## src/rtl/pll_cfg_pkg.sv

```systemverilog
package pll_cfg_pkg;
    // control word field positions and widths
    localparam int EN_BIT  = 0;
    localparam int STB_BIT = 3;
    localparam int ODA_LSB = 8;
    localparam int ODB_LSB = 11;
    localparam int OD_W    = 3;
    localparam int N_LSB   = 14;
    localparam int N_W     = 6;
    localparam int M_LSB   = 20;
    localparam int M_W     = 12;
    // derived result widths
    localparam int MULT_W  = M_W + 1;
    localparam int DIV_W   = N_W + 1 + 2 * OD_W;

    typedef struct packed {
        logic            en;
        logic [M_W-1:0]  mul;
        logic [N_W-1:0]  ind;
        logic [OD_W-1:0] oda;
        logic [OD_W-1:0] odb;
    } pll_cfg_t;

    typedef struct packed {
        pll_cfg_t cfg;
        logic     byp;
    } pll_state_t;
endpackage

```

## src/rtl/pll_ratio_calc.sv

```systemverilog
module pll_ratio_calc
    import pll_cfg_pkg::*;
(
    input  logic              follow,
    input  logic [M_W-1:0]    mul,
    input  logic [N_W-1:0]    ind,
    input  logic [OD_W-1:0]   oda,
    input  logic [OD_W-1:0]   odb,
    output logic [MULT_W-1:0] ratio_mult,
    output logic [DIV_W-1:0]  ratio_div
);
    localparam int NUM_OD = 2;

    logic [OD_W-1:0] od_raw [NUM_OD];
    logic [OD_W-1:0] od_eff [NUM_OD];
    logic [N_W:0]    n_eff;

    assign od_raw[0] = oda;
    assign od_raw[1] = odb;

    // a zero post-divider field behaves as a divide-by-one
    for (genvar g = 0; g < NUM_OD; g++) begin : g_od
        assign od_eff[g] = (od_raw[g] == '0) ? OD_W'(1) : od_raw[g];
    end

    assign n_eff = {1'b0, ind} + (N_W+1)'(1);

    always_comb begin
        if (follow) begin
            ratio_mult = MULT_W'(1);
            ratio_div  = DIV_W'(1);
        end else begin
            ratio_mult = MULT_W'(mul) + MULT_W'(1);
            ratio_div  = DIV_W'(n_eff) * DIV_W'(od_eff[0]) * DIV_W'(od_eff[1]);
        end
    end
endmodule

```

## src/rtl/pll_lock_seq.sv

```systemverilog
module pll_lock_seq #(
    parameter int LOCK_W = 8
) (
    input  logic              clk,
    input  logic              rst_n,
    input  logic              restart,
    input  logic              cancel,
    input  logic [LOCK_W-1:0] lock_cycles,
    output logic              stable
);
    typedef struct packed {
        logic              stable;
        logic              busy;
        logic [LOCK_W-1:0] cnt;
    } seq_t;

    seq_t            seq_d, seq_q;
    logic [LOCK_W-1:0] target;
    logic [LOCK_W:0]   cnt_inc;

    always_comb begin
        seq_d   = seq_q;
        target  = (lock_cycles == '0) ? LOCK_W'(1) : lock_cycles;
        cnt_inc = {1'b0, seq_q.cnt} + (LOCK_W+1)'(1);
        if (cancel) begin
            seq_d = '0;
        end else if (restart) begin
            seq_d.stable = 1'b0;
            seq_d.busy   = 1'b1;
            seq_d.cnt    = '0;
        end else if (seq_q.busy) begin
            seq_d.cnt = cnt_inc[LOCK_W-1:0];
            if (cnt_inc >= {1'b0, target}) begin
                seq_d.stable = 1'b1;
                seq_d.busy   = 1'b0;
                seq_d.cnt    = '0;
            end
        end
    end

    always_ff @(posedge clk or negedge rst_n) begin
        if (!rst_n) seq_q <= '0;
        else        seq_q <= seq_d;
    end

    assign stable = seq_q.stable;
endmodule

```

## src/rtl/pll_cfg_ctrl.sv

```systemverilog
module pll_cfg_ctrl
    import pll_cfg_pkg::*;
#(
    parameter int PLL_SEL = 1,
    parameter int LOCK_W  = 8
) (
    input  logic              clk,
    input  logic              rst_n,
    input  logic              ctrl_wr,
    input  logic [31:0]       ctrl_wdata,
    input  logic              byp_wr,
    input  logic [31:0]       byp_wdata,
    input  logic [LOCK_W-1:0] lock_cycles,
    output logic [31:0]       ctrl_rdata,
    output logic [31:0]       byp_rdata,
    output logic              pll_stable,
    output logic              follows_ref,
    output logic [MULT_W-1:0] ratio_mult,
    output logic [DIV_W-1:0]  ratio_div
);
    localparam int BYP_BIT = 30 - 2 * PLL_SEL;

    pll_state_t st_d, st_q;
    pll_cfg_t   wr_cfg;
    logic       params_diff;
    logic       restart;
    logic       cancel;

    always_comb begin
        wr_cfg.en  = ctrl_wdata[EN_BIT];
        wr_cfg.mul = ctrl_wdata[M_LSB +: M_W];
        wr_cfg.ind = ctrl_wdata[N_LSB +: N_W];
        wr_cfg.oda = ctrl_wdata[ODA_LSB +: OD_W];
        wr_cfg.odb = ctrl_wdata[ODB_LSB +: OD_W];

        params_diff = (wr_cfg.mul != st_q.cfg.mul) || (wr_cfg.ind != st_q.cfg.ind) ||
                      (wr_cfg.oda != st_q.cfg.oda) || (wr_cfg.odb != st_q.cfg.odb);

        restart = ctrl_wr && wr_cfg.en && (!st_q.cfg.en || (params_diff && !st_q.byp));
        cancel  = ctrl_wr && !wr_cfg.en;

        st_d = st_q;
        if (ctrl_wr) st_d.cfg = wr_cfg;
        if (byp_wr)  st_d.byp = byp_wdata[BYP_BIT];
    end

    always_ff @(posedge clk or negedge rst_n) begin
        if (!rst_n) st_q <= '0;
        else        st_q <= st_d;
    end

    pll_lock_seq #(.LOCK_W(LOCK_W)) u_lock (
        .clk        (clk),
        .rst_n      (rst_n),
        .restart    (restart),
        .cancel     (cancel),
        .lock_cycles(lock_cycles),
        .stable     (pll_stable)
    );

    assign follows_ref = !st_q.cfg.en || st_q.byp;

    pll_ratio_calc u_ratio (
        .follow    (follows_ref),
        .mul       (st_q.cfg.mul),
        .ind       (st_q.cfg.ind),
        .oda       (st_q.cfg.oda),
        .odb       (st_q.cfg.odb),
        .ratio_mult(ratio_mult),
        .ratio_div (ratio_div)
    );

    always_comb begin
        ctrl_rdata                     = '0;
        ctrl_rdata[EN_BIT]             = st_q.cfg.en;
        ctrl_rdata[STB_BIT]            = pll_stable;
        ctrl_rdata[M_LSB +: M_W]       = st_q.cfg.mul;
        ctrl_rdata[N_LSB +: N_W]       = st_q.cfg.ind;
        ctrl_rdata[ODA_LSB +: OD_W]    = st_q.cfg.oda;
        ctrl_rdata[ODB_LSB +: OD_W]    = st_q.cfg.odb;
        byp_rdata                      = '0;
        byp_rdata[BYP_BIT]             = st_q.byp;
    end
endmodule

```

## config.mk

```make
export PLATFORM = sky130hd
export DESIGN_NAME = pll_cfg_ctrl
export DESIGN_NICKNAME = d
export VERILOG_FILES = /design/src/rtl/pll_cfg_pkg.sv /design/src/rtl/pll_ratio_calc.sv /design/src/rtl/pll_lock_seq.sv /design/src/rtl/pll_cfg_ctrl.sv
export SDC_FILE = /design/constraint.sdc
export NUM_CORES = 1
export LEC_CHECK = 0
export BUFFER_PORTS_ARGS = -buffer_cell sky130_fd_sc_hd__buf_2
export CORE_ASPECT_RATIO = 1.4
export CORE_MARGIN = 4
export CORE_UTILIZATION = 45
export DETAILED_ROUTE_END_ITERATION = 12
export PLACE_DENSITY = 0.85
export REMOVE_ABC_BUFFERS = 1
export SLEW_MARGIN = 30
export SYNTH_ARGS = -nofsm -noshare
export SYNTH_HDL_FRONTEND = slang
export SYNTH_SLANG_ARGS = --single-unit
```

## constraint.sdc

```tcl
create_clock -name clk -period 17.59 [get_ports clk]
set_input_delay 3.518 -clock clk [delete_from_list [all_inputs] [get_ports clk]]
set_output_delay 3.518 -clock clk [all_outputs]
set_load 0.005 [all_outputs]
```

; ---- Word level (Yosys, flattened, before mapping)
; Index checks and enable logic that the tools add are counted.
[classes]
order_cmp = 1
n_bitwise = 0
shifts = 0
reduce_logical = 18
multipliers = 2
n_div = 0
mux = 9
add_sub_neg = 3
eq_ne = 4
[ops]
columns = cell, count
row1 = $mux W10, 4
row2 = $mux W13, 2
row3 = $add A12 B1 Y13 const B, 1
row4 = $mul A10 B3 Y13, 1
row5 = $ne A12 B12 Y1, 1
row6 = $mul A7 B3 Y10, 1
row7 = $add A8 B1 Y9 const B, 1
row8 = $ge A9 B8 Y1, 1
row9 = $logic_not A8 Y1, 1
row10 = $mux W8, 1
row11 = $add A6 B1 Y7 const B, 1
row12 = $logic_not A3 Y1, 2
row13 = $mux W3, 2
row14 = $ne A3 B3 Y1, 2
row15 = $ne A6 B6 Y1, 1
row16 = $reduce_bool A3 Y1, 2
row17 = $logic_or A1 B1 Y1, 5
row18 = $logic_and A1 B1 Y1, 4
row19 = $logic_not A1 Y1, 3
row20 = $reduce_and A2 Y1, 1
[word_totals]
mem_bits_rw = 0
register_bits = 36
wordCells = 46
mem_bits_ro = 0
out_inout_bits = 92
memories = 0
in_bits = 76
latchBits = 0

; ---- Longest topological paths before layout
; Gate-level depths: netlist of the first run.
[logic_depth]
depth_word = 9
ltp_mapped = 20
mapped_depth_nobuf = 20

; ---- By module
; A second synthesis of the first run with hierarchy kept.
[hier_totals]
hier_cells = 492
area_unflattened_um2 = 4214.0
[modules_own_cells]
columns = module, instances, cells_each, area_per_inst_um2, seq_area_each_um2
row1 = pll_ratio_calc, 1, 266, 1840.5, 0.0
row2 = pll_cfg_ctrl, 1, 132, 1546.5, 650.6
row3 = pll_lock_seq, 1, 94, 827.0, 250.2

; ---- Worst setup path before layout of the first run
; No wires, ideal clock.
[synth_path]
kind = register -> output
start = register st_q (netlist bit ctrl_rdata[9])
end = output ratio_div[11]
n_path_buf = 1
stages_incl_launch_ff = 20
setup_slack_ps = 9307
t_arrival_ps = 4765
required_time_ps = 14072
path_cell_list = dfrtp_1 clkbuf_1 o21bai_1 nand2_1 fa_1 inv_1 ha_1 fa_1 a21o_1 a21o_1 xor2_1 nand2_1 fa_1 inv_1 ha_1 or2_2 a21o_1 a2111oi_0 o21ai_0 a21oi_1
[synth_between]
elab_chain_len = 5
[synth_rtl]
columns = element, line_no
row1 = "start, declared", pll_cfg_ctrl.sv:23  ; pll_state_t st_d, st_q;
row2 = "start signal, assigned", pll_cfg_ctrl.sv:49  ; else st_q <= st_d;
row3 = $logic_not A3 Y1, pll_ratio_calc.sv:23  ; assign od_eff[g] = (od_raw[g] == '0) ? OD_W'(1) : od_raw[g];
row4 = $mux W3 (*), pll_ratio_calc.sv:23
row5 = $mul A7 B3 Y10 (*), pll_ratio_calc.sv:34  ; ratio_div = DIV_W'(n_eff) * DIV_W'(od_eff[0]) * DIV_W'(od_eff[1]);
row6 = $mul A10 B3 Y13 (*), pll_ratio_calc.sv:34
row7 = $mux W13 (*), pll_ratio_calc.sv:29  ; if (follow) begin
row8 = "end, declared", pll_cfg_ctrl.sv:19  ; output logic [DIV_W-1:0] ratio_div
; Mark *: on every way between the ends. The rest lies on a longest branch, timed or not.

; ---- Worst setup path in the final report of the first run
[layout_path]
start = register st_q (netlist bit ctrl_rdata[14])
end = output ratio_div[11]
[layout_between]
elab_chain_len = 4
[layout_rtl]
columns = element, line_no
row1 = $add A6 B1 Y7, pll_ratio_calc.sv:26  ; assign n_eff = {1'b0, ind} + (N_W+1)'(1);
row2 = $mul A7 B3 Y10, pll_ratio_calc.sv:34
row3 = $mul A10 B3 Y13, pll_ratio_calc.sv:34
row4 = $mux W13, pll_ratio_calc.sv:29
; Every way passes these cells.

==> results by group, run 1 <==
Min path
  • Hold Crit Start: u_lock.stable$_DFFE_PN0P_
  • WHS Endpoint: u_lock.stable$_DFFE_PN0P_
  • Class of the worst hold path: register to register
  • Hold Path Depth: 1

Clocking
  • Setup Buffers After CTS: 0
  • CTS tree: built
  • Clock Tree Root: clkbuf_16
  • Max H-tree Level: 2
  • Clock Tree Buf Depth: 2
  • Clock Sinks: 36
  • Hold_buf cts: 0
  • Clk slew on worst S/H paths: 60 ps
  • Clk_lat worst skew: 280 ps
  • Post-CTS Resized: 0
  • Total CTS buffers: 5

Synth
  • Post-synth EDFFs: 0
  • Most area-consuming cells after synthesis: dfrtp_1, ha_1, xor2_1
  • Most common cell in the netlist: nand2_1
  • Synth unique cells: 55
  • Top FF cell, synth: dfrtp_1
  • Synthesis-stage register bit count: 36
  • Async set-reset flop share out of synthesis: 1.00
  • Synth cell count leaders: nand2_1, xor2_1, inv_1
  • Synth Cell Area: 4150 sq um
  • Yosys top cell by area: dfrtp_1
  • Top cell type's share of synthesized area: 0.217
  • Mapped Cells: 490
  • Register area share after synthesis: 0.217
  • Avg Inst Size Synth: 8.47 sq um
  • Synth warnings: 0

Global routing
  • All-Layer GR Usage: 0.167
  • Number of global-route vias before repair: 3443
  • Aggregate global routing overflow: 0
  • Largest net degree at the start of global routing: 37
  • First-pass GRT wire length: 15000 um
  • Initial antenna violation count: 0

Timing
  • Min Hold Slack: 511 ps
  • Fin. max-slew vios: 0
  • F_max: 0.108 GHz
  • Post-route clock period utilization: 0.527
  • Final Skew: 4.01 ps
  • Time the worst path needs with I/O delays and setup: 9260 ps
  • Worst Tran Pin Value: 793 ps
  • TNS Setup: 0 ps
  • Count of final setup violators: 0
  • Max_slew headroom: 0.471
  • Final count of hold timing violations: 0
  • RSZ-0062 raised after global routing: false

Critical path
  • Crit Path Max Fanout: 9
  • WP data arrival: 5750 ps
  • Setup crit start kind: register
  • FF-to-FF path depth: 10
  • Kind of critical path: register to output pin
  • Worst R2R Start: u_lock.seq_q[0]$_DFFE_PN0P_
  • CP endpoint kind: output pin
  • Required time of the critical path: 14070 ps
  • RR Endpoint: u_lock.stable$_DFFE_PN0P_
  • Worst reg-to-reg setup slack: 14830 ps

Power
  • Psw: 0.202 mW
  • Internal power: 0.268 mW
  • Sw frac: 0.430
  • Comb power frac: 0.584
  • Leak: 2.50 nW
  • Clock network power share: 0.191
  • Pwr Density: 100 nW/um^2
  • Sequential power share: 0.225
  • VDD IR max: 0.0566 mV

Drt
  • Via count: 3522
  • Final WL: 9010 um
  • Initial DRC count: 85
  • DRT antenna net count: 0
  • Vias per cell: 5.18
  • DR pass1 iterations: 4
  • Drt drc: 0
  • DR WL/cell: 13.3 um

Status
  • Outcome: finished, final reports clean

Cells and area
  • Ant diodes: 0
  • Fillers: 834
  • Area grow syn2layout: 12.8%
  • Fin area: 4680 sq um
  • # nets final: 695
  • Share of layout cells above drive strength 1: 0.230

Die
  • Die H: 122 um
  • Die W: 89.2 um
  • Core area: 9030 sq um
  • Placement Rows: 41
  • # IOs: 168
  • Die Area: 10800 sq um
  • Initial Util: 0.460

Placement
  • DPL Wire Length: 7420 um
  • Port bufs: 92
  • Placed inst area: 4530 sq um
  • RePlAce Congestion: 0.845

Run
  • Max Cap Viol: 0
-- cells in the final DEF, fill, tap and decap left out, types with 3 or more instances in the layout --
cell type / instances
ha_1: 32
nor4_1: 6
clkbuf_16: 5
nand2b_1: 3
o21bai_1: 4
nor2_1: 27
nand3b_1: 3
o21a_1: 3
and4_1: 3
xnor2_1: 10
a21boi_1: 5
nand4_1: 3
nand2_1: 60
nor2b_1: 6
conb_1: 37
inv_1: 39
a21o_1: 6
mux2_2: 25
dfrtp_1: 36
buf_2: 92
nor3_1: 5
fa_1: 15
xor2_1: 42
and3_1: 10
o21ai_0: 13
and2_1: 12
nand3_1: 19
a21oi_1: 16
-- worst max path at each step --
stage               slack, ps       endpoint                        from  depth (start not counted)
global placement         8910  ratio_div[11]  ctrl_rdata[14]$_DFFE_PN0P_                         20
detailed placement       8650  ratio_div[11]  ctrl_rdata[10]$_DFFE_PN0P_                         19
CTS                      8340  ratio_div[11]  ctrl_rdata[14]$_DFFE_PN0P_                         20
floorplan                9310  ratio_div[11]  ctrl_rdata[14]$_DFFE_PN0P_                         19
finish                   8330  ratio_div[11]  ctrl_rdata[14]$_DFFE_PN0P_                         20
global route             7710  ratio_div[11]   ctrl_rdata[9]$_DFFE_PN0P_                         19
-- metal layers --
layer / GRT usage / wire length (um) / vias up
met2: 0.297 / 4600 / 115
met1: 0.201 / 3650 / 1660
li1: - / - / 1737
met4: 0.0391 / 87 / 0
met5: 0 / 0 / -
met3: 0.0386 / 667 / 10
-- layout make-up --
type,count,area [sq um],area share
multi-input combinational,396,2880,0.615
sequential,36,901,0.192
timing repair buffer,92,460,0.0983
inverter,41,154,0.0329
clock buffer,6,139,0.0296
tap,107,134,0.0286
clock inverter,2,13.8,0.00294
-- critical path, stage by stage (launching register included) --
cell and delay (ps):
dfrtp_1 510, ha_1 240, xor2_1 260, nand2_1 110, fa_1 500, inv_1 40
ha_1 210, fa_1 410, a21o_1 170, a21o_1 200, xor2_1 230, nand2_1 110
fa_1 500, inv_1 40, ha_1 320, or2_2 290, a21o_1 210, a2111oi_0 600
o21ai_0 200, a21oi_1 180, buf_2 150
-- stage by stage --
step                      power (mW)  utilization  setup slack, ps  instances
after floorplan                0.309            -             9310        473
after global placement         0.369        0.502             8910        672
after detailed placement       0.381        0.502             8650        672
after CTS                      0.473        0.519             8340        680
after global routing           0.525        0.519             7710        680
final                          0.470        0.519             8330        680
-- registers in the layout, indices dropped and copies added, names as in the netlist --
| name | count |
|---|---|
| ctrl_rdata | 25 |
| u_lock.seq_q | 9 |
| byp_rdata | 1 |
| u_lock.stable | 1 |
-- power by group through the flow --
| stage | clock network [mW] | logic [mW] | registers (mW) |
|---|---|---|---|
| 2_1_floorplan | 0 | 0.205 | 0.104 |
| 3_3_place_gp | 0 | 0.263 | 0.106 |
| 3_5_place_dp | 0 | 0.274 | 0.107 |
| 4_1_cts | 0.0915 | 0.276 | 0.106 |
| 5_1_grt | 0.0955 | 0.322 | 0.108 |
| 6_report | 0.0898 | 0.275 | 0.106 |
-- logic make-up after synthesis --
group	count (synthesis)	synth area share
AOI/OAI and AO/OA	65	0.109
adders and majority gates	47	0.169
other	1	0.000903
xor gates and xnor gates	52	0.110
DFF	36	0.217
and+or+nand+nor	168	0.201
buffers and inverters	94	0.122
muxes	27	0.0726
Power figures use the tool's default switching activity.
==> run 2: changes to the inputs <==
--- a/config.mk
+++ b/config.mk
@@ -10,7 +10,7 @@
 export CORE_MARGIN = 4
 export CORE_UTILIZATION = 45
 export DETAILED_ROUTE_END_ITERATION = 12
-export PLACE_DENSITY = 0.85
+export PLACE_DENSITY = 0.88
 export REMOVE_ABC_BUFFERS = 1
 export SLEW_MARGIN = 30
 export SYNTH_ARGS = -nofsm -noshare
==> constraint.sdc (replaced) <==
create_clock -name clk -period 8 [get_ports clk]
set_input_delay 1.6 -clock clk [delete_from_list [all_inputs] [get_ports clk]]
set_output_delay 1.6 -clock clk [all_outputs]
set_load 0.005 [all_outputs]
==> run 2 against run 1 <==
Net effect:
- global-route usage up 0.29 points
- via count down 0.17%
- total power up 120%
==> results by group, run 2 (same netlist as run 1, synthesis figures left out) <==
Placement
  • Placed Cells incl. Taps: 672 (unchanged)
  • RePlAce Congestion: 0.866 (+2.5%)
  • Port bufs: 92 (unchanged)
  • DPL Wire Length: 7460 um (+0.57%)

Die
  • Die W: 89.2 um (unchanged)
  • Initial Util: 0.460 (unchanged)
  • Die Area: 10800 sq um (unchanged)
  • # IOs: 168 (unchanged)
  • Placement Rows: 41 (unchanged)
  • Die H: 122 um (unchanged)
  • Core area: 9030 sq um (unchanged)

Cells and area
  • Fillers: 810 (-2.9%)
  • FF/Latch Area: 901 sq um (unchanged)
  • Area grow syn2layout: 12.8% (unchanged)
  • # nets final: 695 (unchanged)
  • Most common cell after layout, fill and taps aside: buf_2
  • Final Non-Filler Cells: 680 (unchanged)
  • Most frequent cells in the layout: buf_2, nand2_1, xor2_1, inv_1, conb_1
  • Max reg flops: 25 (unchanged)
  • Share of layout cells above drive strength 1: 0.230 (unchanged)
  • Ant diodes: 0 (unchanged)
  • Multi-input logic area: 2880 sq um (unchanged)

Timing
  • TNS Setup: 0 ps (unchanged)
  • Time the worst path needs with I/O delays and setup: 7220 ps
  • Count of final setup violators: 0 (unchanged)
  • Post-route clock period utilization: 0.902
  • Max_slew headroom: 0.474 (+0.00331)
  • Min Hold Slack: 506 ps (-5.32 ps)
  • Final count of hold timing violations: 0 (unchanged)
  • Final Skew: 5.53 ps (+1.51 ps)
  • RSZ-0062 raised after global routing: false
  • Worst Tran Pin Value: 788 ps (-4.97 ps)
  • F_max: 0.139 GHz
  • Fin. max-slew vios: 0 (unchanged)

Drt
  • Drt drc: 0 (unchanged)
  • DR pass1 iterations: 4 (unchanged)
  • Via count: 3516 (-0.17%)
  • Vias per cell: 5.17 (-0.17%)
  • DRT antenna net count: 0 (unchanged)
  • Initial DRC count: 196 (+130%)
  • Final WL: 9060 um (+0.45%)
  • DR WL/cell: 13.3 um (+0.45%)

Critical path
  • Worst reg-to-reg setup slack: 5180 ps (-9650 ps)
  • RR Endpoint: u_lock.seq_q[2]$_DFFE_PN0P_
  • Worst R2R Start: u_lock.seq_q[0]$_DFFE_PN0P_
  • Kind of critical path: register to output pin
  • CP endpoint kind: output pin
  • Setup crit start kind: register
  • Required time of the critical path: 6400 ps (-7670 ps)
  • FF-to-FF path depth: 10 (unchanged)
  • CP cell instances: o21bai_1 -> nand2_1 -> fa_1 -> inv_1 -> ha_1 -> fa_1 -> a21o_1 -> a21o_1 -> xor2_1 -> nand2_1 -> fa_1 -> inv_1 -> ha_1 -> or2_2 -> a21o_1 -> a2111oi_0 -> o21ai_0 -> a21oi_1 -> buf_2
  • Largest stage delay on the critical path: 520 ps (-80 ps)
  • Slowest cell on crit path: a2111oi_0
  • WP data arrival: 5620 ps (-130 ps)
  • Crit Path Max Fanout: 11 (+2)

Clocking
  • Clock Sinks: 36 (unchanged)
  • Clk slew on worst S/H paths: 60 ps (about the same)
  • Post-CTS Resized: 0 (unchanged)
  • Setup Buffers After CTS: 0 (unchanged)
  • Max H-tree Level: 2 (unchanged)
  • Clock Tree Buf Depth: 2 (unchanged)
  • Total CTS buffers: 5 (unchanged)
  • Clk_lat worst skew: 280 ps (about the same)
  • CTS tree: built
  • Hold_buf cts: 0 (unchanged)
  • Clock Tree Root: clkbuf_16

Global routing
  • Initial antenna violation count: 0 (unchanged)
  • Number of global-route vias before repair: 3528 (+2.5%)
  • Largest net degree at the start of global routing: 37 (unchanged)
  • Aggregate global routing overflow: 0 (unchanged)
  • All-Layer GR Usage: 0.170 (+0.00292)
  • First-pass GRT wire length: 15200 um (+1.6%)

Run
  • Max Cap Viol: 0 (unchanged)

Power
  • VDD IR max: 0.163 mV (+190%)
  • Leak: 2.50 nW (unchanged)
  • Pwr Density: 220 nW/um^2 (+120%)

Min path
  • Hold Path Depth: 1 (unchanged)
  • WHS Endpoint: u_lock.stable$_DFFE_PN0P_
  • Hold Crit Start: u_lock.stable$_DFFE_PN0P_
  • Class of the worst hold path: register to register

Status
  • Outcome: finished, final reports clean
run 2: cell counts in the layout (fill, tap and decap cells not counted):
No cell type changed its count.
run 2: how the worst max path moves through the flow:
stage | start | end | slack (ps)
floorplan | ctrl_rdata[14]$_DFFE_PN0P_ | ratio_div[11] | 1640
CTS | ctrl_rdata[10]$_DFFE_PN0P_ | ratio_div[11] | 760
global placement | ctrl_rdata[14]$_DFFE_PN0P_ | ratio_div[11] | 1220
global route | ctrl_rdata[14]$_DFFE_PN0P_ | ratio_div[11] | 370
detailed placement | ctrl_rdata[10]$_DFFE_PN0P_ | ratio_div[11] | 1060
finish | ctrl_rdata[10]$_DFFE_PN0P_ | ratio_div[11] | 780
run 2: cell type report:
| type | instances | area share |
|---|---|---|
| flip-flops and latches | 36 | 0.192 |
| well taps | 107 | 0.0286 |
| inverters | 41 | 0.0329 |
| clock buffers | 6 | 0.0296 |
| repair buffers | 92 | 0.0983 |
| clock inverters | 2 | 0.00294 |
| multi-input cells | 396 | 0.615 |
run 2: worst max-delay path: cells and delay by family (launching register included):
kind                       cells  cell delay (ps)
xor gates and xnor gates       1              240
DFF                            1              500
adders and majority gates      5             1940
and+or+nand+nor                3              530
buffers and inverters          3              230
AOI/OAI and AO/OA              7             1860
run 2: per-stage QoR:
step | power [mW] | utilization | cell area [sq um] | setup WS [ps]
6_report | 1.03 | 0.519 | 4680 | 783
3_5_place_dp | 0.837 | 0.502 | 4530 | 1060
2_1_floorplan | 0.680 | - | 3940 | 1640
3_3_place_gp | 0.812 | 0.502 | 4530 | 1220
4_1_cts | 1.04 | 0.519 | 4680 | 759
5_1_grt | 1.14 | 0.519 | 4680 | 373
run 2: layer usage:
layer | routed length, um | track usage
met2 | 4530 | 0.297
met3 | 657 | 0.0365
met4 | 218 | 0.0615
met1 | 3650 | 0.201
met5 | 0 | 0
run 2: where the power goes:
part           switching [mW]  internal [mW]
logic                   0.332          0.265
clock network          0.0744          0.124
registers              0.0340          0.199
